[src/rtl/flow_stream_pkg.sv]
package flow_stream_pkg;

  localparam int WORD_W  = 32;
  localparam int MARK_W  = 4;
  localparam int NBYTE_W = 2;
  localparam int FEV_W   = 2;

  typedef enum logic {
    SEQ_HEAD = 1'b0,
    SEQ_BODY = 1'b1
  } seq_state_e;

  // bit order is visible on the client port
  typedef struct packed {
    logic frame_end;
    logic tcp_start;
    logic ip_start;
    logic frame_start;
  } mark_t;

  typedef struct packed {
    logic flow_end;
    logic flow_start;
  } fev_t;

endpackage

[src/rtl/flow_start_table.sv]
module flow_start_table #(
  parameter int FLOWS  = 256,
  parameter int FLOW_W = $clog2(FLOWS)
) (
  input  logic              clk,
  input  logic              rst,
  input  logic              note_valid,
  input  logic [FLOW_W-1:0] note_flow,
  input  logic              take,
  input  logic [FLOW_W-1:0] take_flow,
  output logic              start_hit
);

  logic pend [FLOWS];
  logic same_flow;

  assign same_flow = note_valid && (note_flow == take_flow);
  // a notice arriving with the header counts for that packet
  assign start_hit = pend[take_flow] || same_flow;

  always_ff @(posedge clk) begin
    if (rst) begin
      for (int i = 0; i < FLOWS; i++) pend[i] <= 1'b0;
    end else begin
      if (take) pend[take_flow] <= 1'b0;
      if (note_valid && !(take && same_flow)) pend[note_flow] <= 1'b1;
    end
  end

endmodule

[src/rtl/flow_stream_seq.sv]
module flow_stream_seq
  import flow_stream_pkg::*;
#(
  parameter int FLOW_W = 8,
  parameter int LEN_W  = 16,
  parameter int OFF_W  = 4,
  localparam int IDX_W = LEN_W - 2,
  localparam int PAD_W = WORD_W - LEN_W
) (
  input  logic              clk,
  input  logic              rst,
  input  logic              client_go,
  input  logic              in_valid,
  output logic              in_ready,
  input  logic [WORD_W-1:0] in_data,
  input  logic              in_last,
  input  logic [FLOW_W-1:0] in_flow,
  input  logic [LEN_W-1:0]  in_len,
  input  logic [OFF_W-1:0]  in_ip_off,
  input  logic [OFF_W-1:0]  in_tcp_off,
  input  logic              in_fin_rst,
  input  logic              start_hit,
  output logic              take,
  output logic              issue,
  output logic [WORD_W-1:0] nx_data,
  output mark_t             nx_mark,
  output logic [NBYTE_W-1:0] nx_nbytes,
  output logic [FLOW_W-1:0] nx_flow,
  output fev_t              nx_fev
);

  seq_state_e         st_q;
  logic [IDX_W-1:0]   idx_q;
  logic [FLOW_W-1:0]  flow_q;
  logic [1:0]         tail_q;
  logic [OFF_W-1:0]   ip_q;
  logic [OFF_W-1:0]   tcp_q;
  logic               fr_q;
  logic               in_body;
  logic               ip_hit;
  logic               tcp_hit;

  assign in_body  = (st_q == SEQ_BODY);
  assign in_ready = client_go && in_body;
  assign issue    = client_go && in_valid;
  assign take     = issue && !in_body;

  assign ip_hit  = (idx_q == IDX_W'(ip_q));
  assign tcp_hit = (idx_q == IDX_W'(tcp_q));

  always_comb begin
    if (in_body) begin
      nx_data           = in_data;
      nx_mark.frame_start = 1'b0;
      nx_mark.ip_start  = ip_hit;
      nx_mark.tcp_start = tcp_hit;
      nx_mark.frame_end = in_last;
      nx_nbytes         = in_last ? tail_q : '0;
      nx_flow           = flow_q;
      nx_fev.flow_start = 1'b0;
      nx_fev.flow_end   = in_last && fr_q;
    end else begin
      nx_data           = {{PAD_W{1'b0}}, in_len};
      nx_mark           = '{frame_end: 1'b0, tcp_start: 1'b0,
                            ip_start: 1'b0, frame_start: 1'b1};
      nx_nbytes         = '0;
      nx_flow           = in_flow;
      nx_fev.flow_start = start_hit;
      nx_fev.flow_end   = 1'b0;
    end
  end

  always_ff @(posedge clk) begin
    if (rst) begin
      st_q   <= SEQ_HEAD;
      idx_q  <= '0;
      flow_q <= '0;
      tail_q <= '0;
      ip_q   <= '0;
      tcp_q  <= '0;
      fr_q   <= 1'b0;
    end else if (take) begin
      st_q   <= SEQ_BODY;
      idx_q  <= '0;
      flow_q <= in_flow;
      tail_q <= in_len[1:0];
      ip_q   <= in_ip_off;
      tcp_q  <= in_tcp_off;
      fr_q   <= in_fin_rst;
    end else if (issue) begin
      idx_q <= idx_q + 1'b1;
      if (in_last) st_q <= SEQ_HEAD;
    end
  end

endmodule

[src/rtl/flow_stream_oreg.sv]
module flow_stream_oreg
  import flow_stream_pkg::*;
#(
  parameter int FLOW_W = 8
) (
  input  logic               clk,
  input  logic               rst,
  input  logic               load,
  input  logic [WORD_W-1:0]  d_data,
  input  mark_t              d_mark,
  input  logic [NBYTE_W-1:0] d_nbytes,
  input  logic [FLOW_W-1:0]  d_flow,
  input  fev_t               d_fev,
  output logic               q_en,
  output logic [WORD_W-1:0]  q_data,
  output mark_t              q_mark,
  output logic [NBYTE_W-1:0] q_nbytes,
  output logic [FLOW_W-1:0]  q_flow,
  output fev_t               q_fev
);

  always_ff @(posedge clk) begin
    if (rst) begin
      q_en     <= 1'b0;
      q_data   <= '0;
      q_mark   <= '0;
      q_nbytes <= '0;
      q_flow   <= '0;
      q_fev    <= '0;
    end else begin
      q_en <= load;
      if (load) begin
        q_data   <= d_data;
        q_mark   <= d_mark;
        q_nbytes <= d_nbytes;
        q_flow   <= d_flow;
        q_fev    <= d_fev;
      end
    end
  end

endmodule

[src/rtl/flow_stream_out.sv]
module flow_stream_out
  import flow_stream_pkg::*;
#(
  parameter int FLOWS = 256,
  parameter int LEN_W = 16,
  parameter int OFF_W = 4,
  localparam int FLOW_W = $clog2(FLOWS)
) (
  input  logic              clk,
  input  logic              rst,
  input  logic              client_go,
  input  logic              in_valid,
  output logic              in_ready,
  input  logic [31:0]       in_data,
  input  logic              in_last,
  input  logic [FLOW_W-1:0] in_flow,
  input  logic [LEN_W-1:0]  in_len,
  input  logic [OFF_W-1:0]  in_ip_off,
  input  logic [OFF_W-1:0]  in_tcp_off,
  input  logic              in_fin_rst,
  input  logic              note_valid,
  input  logic [FLOW_W-1:0] note_flow,
  output logic              out_en,
  output logic [31:0]       out_data,
  output logic [3:0]        out_mark,
  output logic [1:0]        out_nbytes,
  output logic [FLOW_W-1:0] out_flow,
  output logic [1:0]        out_flow_ev
);

  logic               take;
  logic               issue;
  logic               start_hit;
  logic [WORD_W-1:0]  nx_data;
  mark_t              nx_mark;
  logic [NBYTE_W-1:0] nx_nbytes;
  logic [FLOW_W-1:0]  nx_flow;
  fev_t               nx_fev;
  mark_t              q_mark;
  fev_t               q_fev;

  flow_start_table #(.FLOWS(FLOWS), .FLOW_W(FLOW_W)) u_table (
    .clk        (clk),
    .rst        (rst),
    .note_valid (note_valid),
    .note_flow  (note_flow),
    .take       (take),
    .take_flow  (in_flow),
    .start_hit  (start_hit)
  );

  flow_stream_seq #(.FLOW_W(FLOW_W), .LEN_W(LEN_W), .OFF_W(OFF_W)) u_seq (
    .clk        (clk),
    .rst        (rst),
    .client_go  (client_go),
    .in_valid   (in_valid),
    .in_ready   (in_ready),
    .in_data    (in_data),
    .in_last    (in_last),
    .in_flow    (in_flow),
    .in_len     (in_len),
    .in_ip_off  (in_ip_off),
    .in_tcp_off (in_tcp_off),
    .in_fin_rst (in_fin_rst),
    .start_hit  (start_hit),
    .take       (take),
    .issue      (issue),
    .nx_data    (nx_data),
    .nx_mark    (nx_mark),
    .nx_nbytes  (nx_nbytes),
    .nx_flow    (nx_flow),
    .nx_fev     (nx_fev)
  );

  flow_stream_oreg #(.FLOW_W(FLOW_W)) u_oreg (
    .clk      (clk),
    .rst      (rst),
    .load     (issue),
    .d_data   (nx_data),
    .d_mark   (nx_mark),
    .d_nbytes (nx_nbytes),
    .d_flow   (nx_flow),
    .d_fev    (nx_fev),
    .q_en     (out_en),
    .q_data   (out_data),
    .q_mark   (q_mark),
    .q_nbytes (out_nbytes),
    .q_flow   (out_flow),
    .q_fev    (q_fev)
  );

  assign out_mark    = q_mark;
  assign out_flow_ev = q_fev;

endmodule

[config.mk]
export PLATFORM = sky130hd
export DESIGN_NAME = flow_stream_out
export DESIGN_NICKNAME = d
export VERILOG_FILES = /design/src/rtl/flow_stream_pkg.sv /design/src/rtl/flow_start_table.sv /design/src/rtl/flow_stream_seq.sv /design/src/rtl/flow_stream_oreg.sv /design/src/rtl/flow_stream_out.sv
export SDC_FILE = /design/constraint.sdc
export NUM_CORES = 1
export LEC_CHECK = 0
export CAP_MARGIN = 20
export CORE_ASPECT_RATIO = 1.5
export CORE_MARGIN = 4
export CORE_UTILIZATION = 30
export CTS_CLUSTER_DIAMETER = 30
export DETAILED_ROUTE_END_ITERATION = 16
export PLACE_DENSITY = 0.53
export SLEW_MARGIN = 25
export SYNTH_ARGS = -nofsm -noshare
export SYNTH_HDL_FRONTEND = slang
export SYNTH_SLANG_ARGS = --single-unit
[constraint.sdc]
create_clock -name clk -period 3.2 [get_ports clk]
set_input_delay 0.64 -clock clk [delete_from_list [all_inputs] [get_ports clk]]
set_output_delay 0.64 -clock clk [all_outputs]
set_load 0.005 [all_outputs]
---- Yosys cells after proc, flatten, opt, wreduce, memory -nomap -nowiden ----
Memories as Yosys holds them, arrays and structs flattened.
Cells that the tools add are included.
storage, ports and cells
  register bits ........................... 83
  memories ................................ 1
  word-level logic and storage cells ...... 61
  RAM bits ................................ 256
  input bits .............................. 79
  output and inout bits ................... 50
operators by class
  mux-type cells .......................... 23
  add/sub/neg operators ................... 1
  eq/ne operators ......................... 3
  reductions and logical operators ........ 16
memories
  name          words  bits a word  rd ports  clocked after memory_dff  write ports  RTL line                source
  u_table.pend  256    1            1         0                         256          flow_start_table.sv:14  logic pend [FLOWS];
operators with widths
  cell                                                             number
  32-bit 2-to-1 mux                                                1
  14-bit by 4-bit == test with 1-bit output                        2
  8-bit 2-to-1 mux                                                 3
  1-bit 2-to-1 mux                                                 15
  14-bit by 1-bit adder with 14-bit output, second input constant  1
  8-bit == test                                                    1
  1-bit logical AND                                                7
  2-bit 2-to-1 mux                                                 3
  4-bit 2-to-1 mux                                                 1
  2-bit nonzero test                                               2
  1-bit logical NOT                                                2
  2-bit AND reduction                                              1
  1-bit OR reduction                                               2
  2-bit OR reduction                                               1
  1-bit logical OR                                                 1

---- Logic depth before layout (Yosys ltp) ----
  word-level depth ........................ 10
  depth in mapped cells ................... 11

---- By module ----
From an unflattened synthesis, not the netlist that was laid out.
second synthesis, totals
  cells, all modules ...................... 1820
  area, all modules ....................... 16223.1 um^2
modules (own cells, without submodules)
  module            cells each  times used  area each (um^2)  seq. area each (um^2)
  flow_start_table  1426        1           12518.3           5124.9
  flow_stream_seq   237         1           1966.9            680.7
  flow_stream_oreg  157         1           1737.9            980.9

---- Worst setup path before layout ----
Ideal clock, no wire load.
  path type ............................... input to register
  start ................................... input in_flow[0]
  end ..................................... register u_oreg.q_fev[0] (netlist name)
  path slack .............................. 0.761 ns
  path buffers ............................ 3
  library setup time ...................... 0.142 ns
  stages .................................. 8
  data required time ...................... 3.058 ns
  arrival ................................. 2.297 ns
  cell sequence ........................... buf_6 buf_6 buf_6 mux4_2 a22oi_1 a31oi_1 a2111oi_0 a41oi_1
on the way
  word-level cells in the longest chain between the ends .. 4
  elaborated cells on any way between the ends .. 5
  those cells by class .................... 1 x eq/ne; 1 x mux; 2 x reduce/logical; 1 x memory
ends and longest elaborated chain
  what                                                                        RTL line                source
  start: declaration                                                          flow_stream_out.sv:16   input logic [FLOW_W-1:0] in_flow,
  parallel branches: the longest is 2 deep, another holds memory 256 x 1 bit  n/a
  1-bit logical OR (*)                                                        flow_start_table.sv:19  assign start_hit = pend[take_flow] || same_flow;
  2-bit 2-to-1 mux (*)                                                        flow_stream_seq.sv:52   if (in_body) begin
Every way passes the cells marked *.
A chain may end at the register's enable or synchronous reset.

---- Worst setup path in the final report ----
  start ................................... input in_flow[1]
  end ..................................... register u_oreg.q_fev[0] (netlist name)
on the way
  word-level cells in the longest chain between the ends .. 4
  elaborated cells on any way between the ends .. 5
  those cells by class .................... 1 x eq/ne; 1 x mux; 2 x reduce/logical; 1 x memory
ends and longest elaborated chain
  what                                                                        RTL line
  parallel branches: the longest is 2 deep, another holds memory 256 x 1 bit  n/a
  1-bit logical OR (*)                                                        flow_start_table.sv:19
  2-bit 2-to-1 mux (*)                                                        flow_stream_seq.sv:52
Marks and branches as above.

==> run_results.csv <==
group,metric,value,unit
synth,synthCells,1540,
detailed_routing,vias_per_cell,5.603,
final_layout,finalNetCount,1771,
global_routing,grt_use_total,0.1953,
sta,slew_viol_final,0,
sta,period_minus_slack,2.714,ns
setup_path,start_kind,"input pin",
synth,yosysTopAreaCellShare,0.4581,
detailed_routing,dr_wl_met3,2978,um
detailed_routing,avgRoutedWirePerCell,22.56,um
clocking,cts_root_buffer,"clkbuf_16",
die,rows,99,
job,max_cap_viol_count,0,
outcome,status,"finished clean",
clocking,cts_tree,"built",
placement,place_congestion,0.8624,
detailed_routing,postRouteAntennaNets,0,
power_and_ir_drop,power,11.58,mW
die,fp.dieH,280.2,um
global_routing,grt_max_degree,252,
sta,clock_skew,0.02696,ns
hold_path,hp-class,"reg2reg",
setup_path,cp_max_fo,30,
sta,max_freq,368.5,MHz
sta,worst_hold_slack,0.4460,ns
synth,netlist_area,14810,um2
setup_path,critical_path_class,"in2reg",
clocking,numCtsBuffers,58,
placement,dp_hpwl,35310,um
setup_path,crit_arrival,3.13,ns
power_and_ir_drop,leakagePower,6.531,nW
sta,maxSlewHeadroom,0.4869,
synth,synth_warnings,0,
clocking,post_cts_resized,0,
sta,hold_viol_final,0,
setup_path,critical_path_required,3.62,ns
clocking,cts_setup_buffers,0,
synth,synth.largest_area_cell,"dfxtp_1",
global_routing,antenna_found_initial,1,
setup_path,r2r_start,"u_seq.in_body$_SDFFE_PP0P_",
placement,io_buffers,128,
synth,synth-edff-count,0,
sta,rsz0062_at_grt,"false",
power_and_ir_drop,power_per_cell_area,595.1,nW/um2
detailed_routing,drc,0,
sta,min_period_over_period,0.8481,
clocking,clock_path_buffers,3,
synth,synth_area_per_cell,9.620,um2
synth,ys_types,56,
setup_path,cp-startpoint,"in_flow[1]",
die,io_pins,129,
sta,setup_viol,0,
detailed_routing,wl_met1,20880,um
detailed_routing,wl_met2,27530,um
clocking,clock_sinks,339,
die,start_util,0.3035,
sta,worst_slew_pin_slew,0.7678,ns
clocking,clkTransAtPathRegs,0.05,ns
clocking,cts_hold_buffers,0,
die,dieArea,53070,um2
hold_path,min_from,"u_seq.flow_q[3]$_SDFFE_PP0P_",
die,coreArea,48800,um2
synth,synth_ff_type,"dfxtp_1",
final_layout,post-route-util,0.3988,
synth,ys_seq_area_frac,0.4581,
synth,async_reset_ff_frac,0,
global_routing,grt_pass1_vias,13340,
final_layout,drive_above_1_share,0.1759,
detailed_routing,vias,13430,
setup_path,critPathCaptureType,"register",
detailed_routing,first_pass_iters,5,
power_and_ir_drop,max-vdd-ir-drop,0.4970,mV
detailed_routing,highest_layer,"met4",
detailed_routing,wl,54080,um
synth,synth_nets,1620,
clocking,clock_latency,0.58,ns
die,die_x,189.4,um
clocking,cts_htree_levels,2,
synth,synth_seq_cells,339,
detailed_routing,drt_iter0_drc,1147,
final_layout,syn_to_final_growth,31.37,%
global_routing,grt-ovfl-total,0,
global_routing,grt_pass1_wl,81150,um
synth,synth.area.top_cells,"dfxtp_1 (46%), o211ai_1 (13%), mux4_2 (7.9%), o21ai_0 (7.5%), mux2i_1 (2.9%)",
[worst paths after layout]
kind                                   to  slack, ns  cells past startpoint
max          u_oreg.q_fev[0]$_SDFFE_PP0N_       0.49                      9
min          u_seq.flow_q[3]$_SDFFE_PP0P_       0.45                      2
max reg2reg      u_table.pend[53]$_DFF_P_       0.86                      7
min reg2reg  u_seq.flow_q[3]$_SDFFE_PP0P_       0.45                      2
[metrics by stage]
step | std cells | worst slack, ns | TNS (ns) | instance area (um2)
5_1_grt | 2397 | 0.4318 | 0 | 19460
2_1_floorplan | 1540 | 0.7609 | 0 | 14810
4_1_cts | 2395 | 0.5233 | 0 | 19430
3_5_place_dp | 2286 | -0.07698 | -0.07698 | 17350
3_3_place_gp | 2286 | -0.08670 | -0.08670 | 17350
6_report | 2397 | 0.4859 | 0 | 19460
[power breakdown]
part           leakage [nW]  internal, mW  switching (mW)  total [mW]
Sequential             2.74          4.27          0.0314        4.31
Clock                  1.00          4.19            2.30        6.49
Combinational          2.79         0.329           0.457       0.786
[worst max-delay path: stages]
cell and delay [ns]:
buf_4 0.47, buf_12 0.25, mux2_2 0.37, o22ai_1 0.24
nor3b_1 0.09, a211oi_1 0.55, nand3_1 0.15, nand4b_1 0.18
a41oi_1 0.16
[layer usage]
layer / global-route usage / vias up
li1: - / 6182
met1: 0.2265 / 6606
met2: 0.3498 / 506
met3: 0.03025 / 136
met4: 0.09540 / 0
met5: 0 / -
[cells by family after synthesis]
| group | after synthesis | share of synthesized area |
|---|---|---|
| AO/OA/AOI/OAI | 632 | 0.2744 |
| XOR/XNOR | 25 | 0.01478 |
| adder cells (fa/ha/maj) | 1 | 0.0008445 |
| buffers and inverters | 165 | 0.04932 |
| flip-flops | 339 | 0.4581 |
| multiplexers | 102 | 0.1134 |
| AND/OR/NAND/NOR | 276 | 0.08910 |
[cell type report]
type / instances / area, um2
flip-flops and latches: 339 / 6788
clock inverters: 42 / 510.5
repair buffers: 247 / 2430
multi-input cells: 1036 / 7303
inverters: 9 / 38.79
fillers: 4866 / 29340
clock buffers: 67 / 1568
diodes: 1 / 2.502
well taps: 656 / 820.8
[cells in the final DEF, fill, tap and decap left out, drive strengths merged, types with 33 or more instances in the layout]
cell,Yosys,routed
dfxtp,339,339
clkdlybuf4s50,0,124
buf,43,123
nand2,90,90
a21oi,33,33
mux4,52,52
mux2i,43,43
nand3,44,44
clkbuf,113,67
o21ai,260,260
nor2,71,71
o211ai,255,255
[sequential cells by signal, indices dropped and copies added (netlist names), 4 cells and up]
name,count
u_oreg.q_flow,8
u_seq.ip_q,4
u_oreg.q_data,32
u_seq.tcp_q,4
u_seq.flow_q,8
u_oreg.q_mark,4
u_seq.idx_q,14
u_table.pend,256
[Yosys cell counts, types with 3 or more instances]
cell type / count
a31oi_1: 3
buf_1: 4
nor2_1: 71
a221oi_1: 5
o211ai_1: 255
and2_1: 6
o21ai_1: 38
dfxtp_1: 339
nand2_1: 88
nand3_2: 4
o32ai_1: 5
nand4_1: 12
o22ai_1: 7
buf_2: 25
a211oi_1: 28
nor2b_1: 14
nor3_2: 4
nor3_1: 8
a21oi_1: 33
mux4_2: 52
or3_1: 5
buf_6: 7
mux2_2: 7
nor4_1: 4
clkbuf_1: 112
xor2_1: 14
nand3_1: 40
xnor2_1: 11
mux2i_1: 43
o21ai_0: 222
buf_4: 7
a22o_1: 17
inv_1: 8
a22oi_1: 10
and3_1: 5
(Power assumes the default switching activity.)
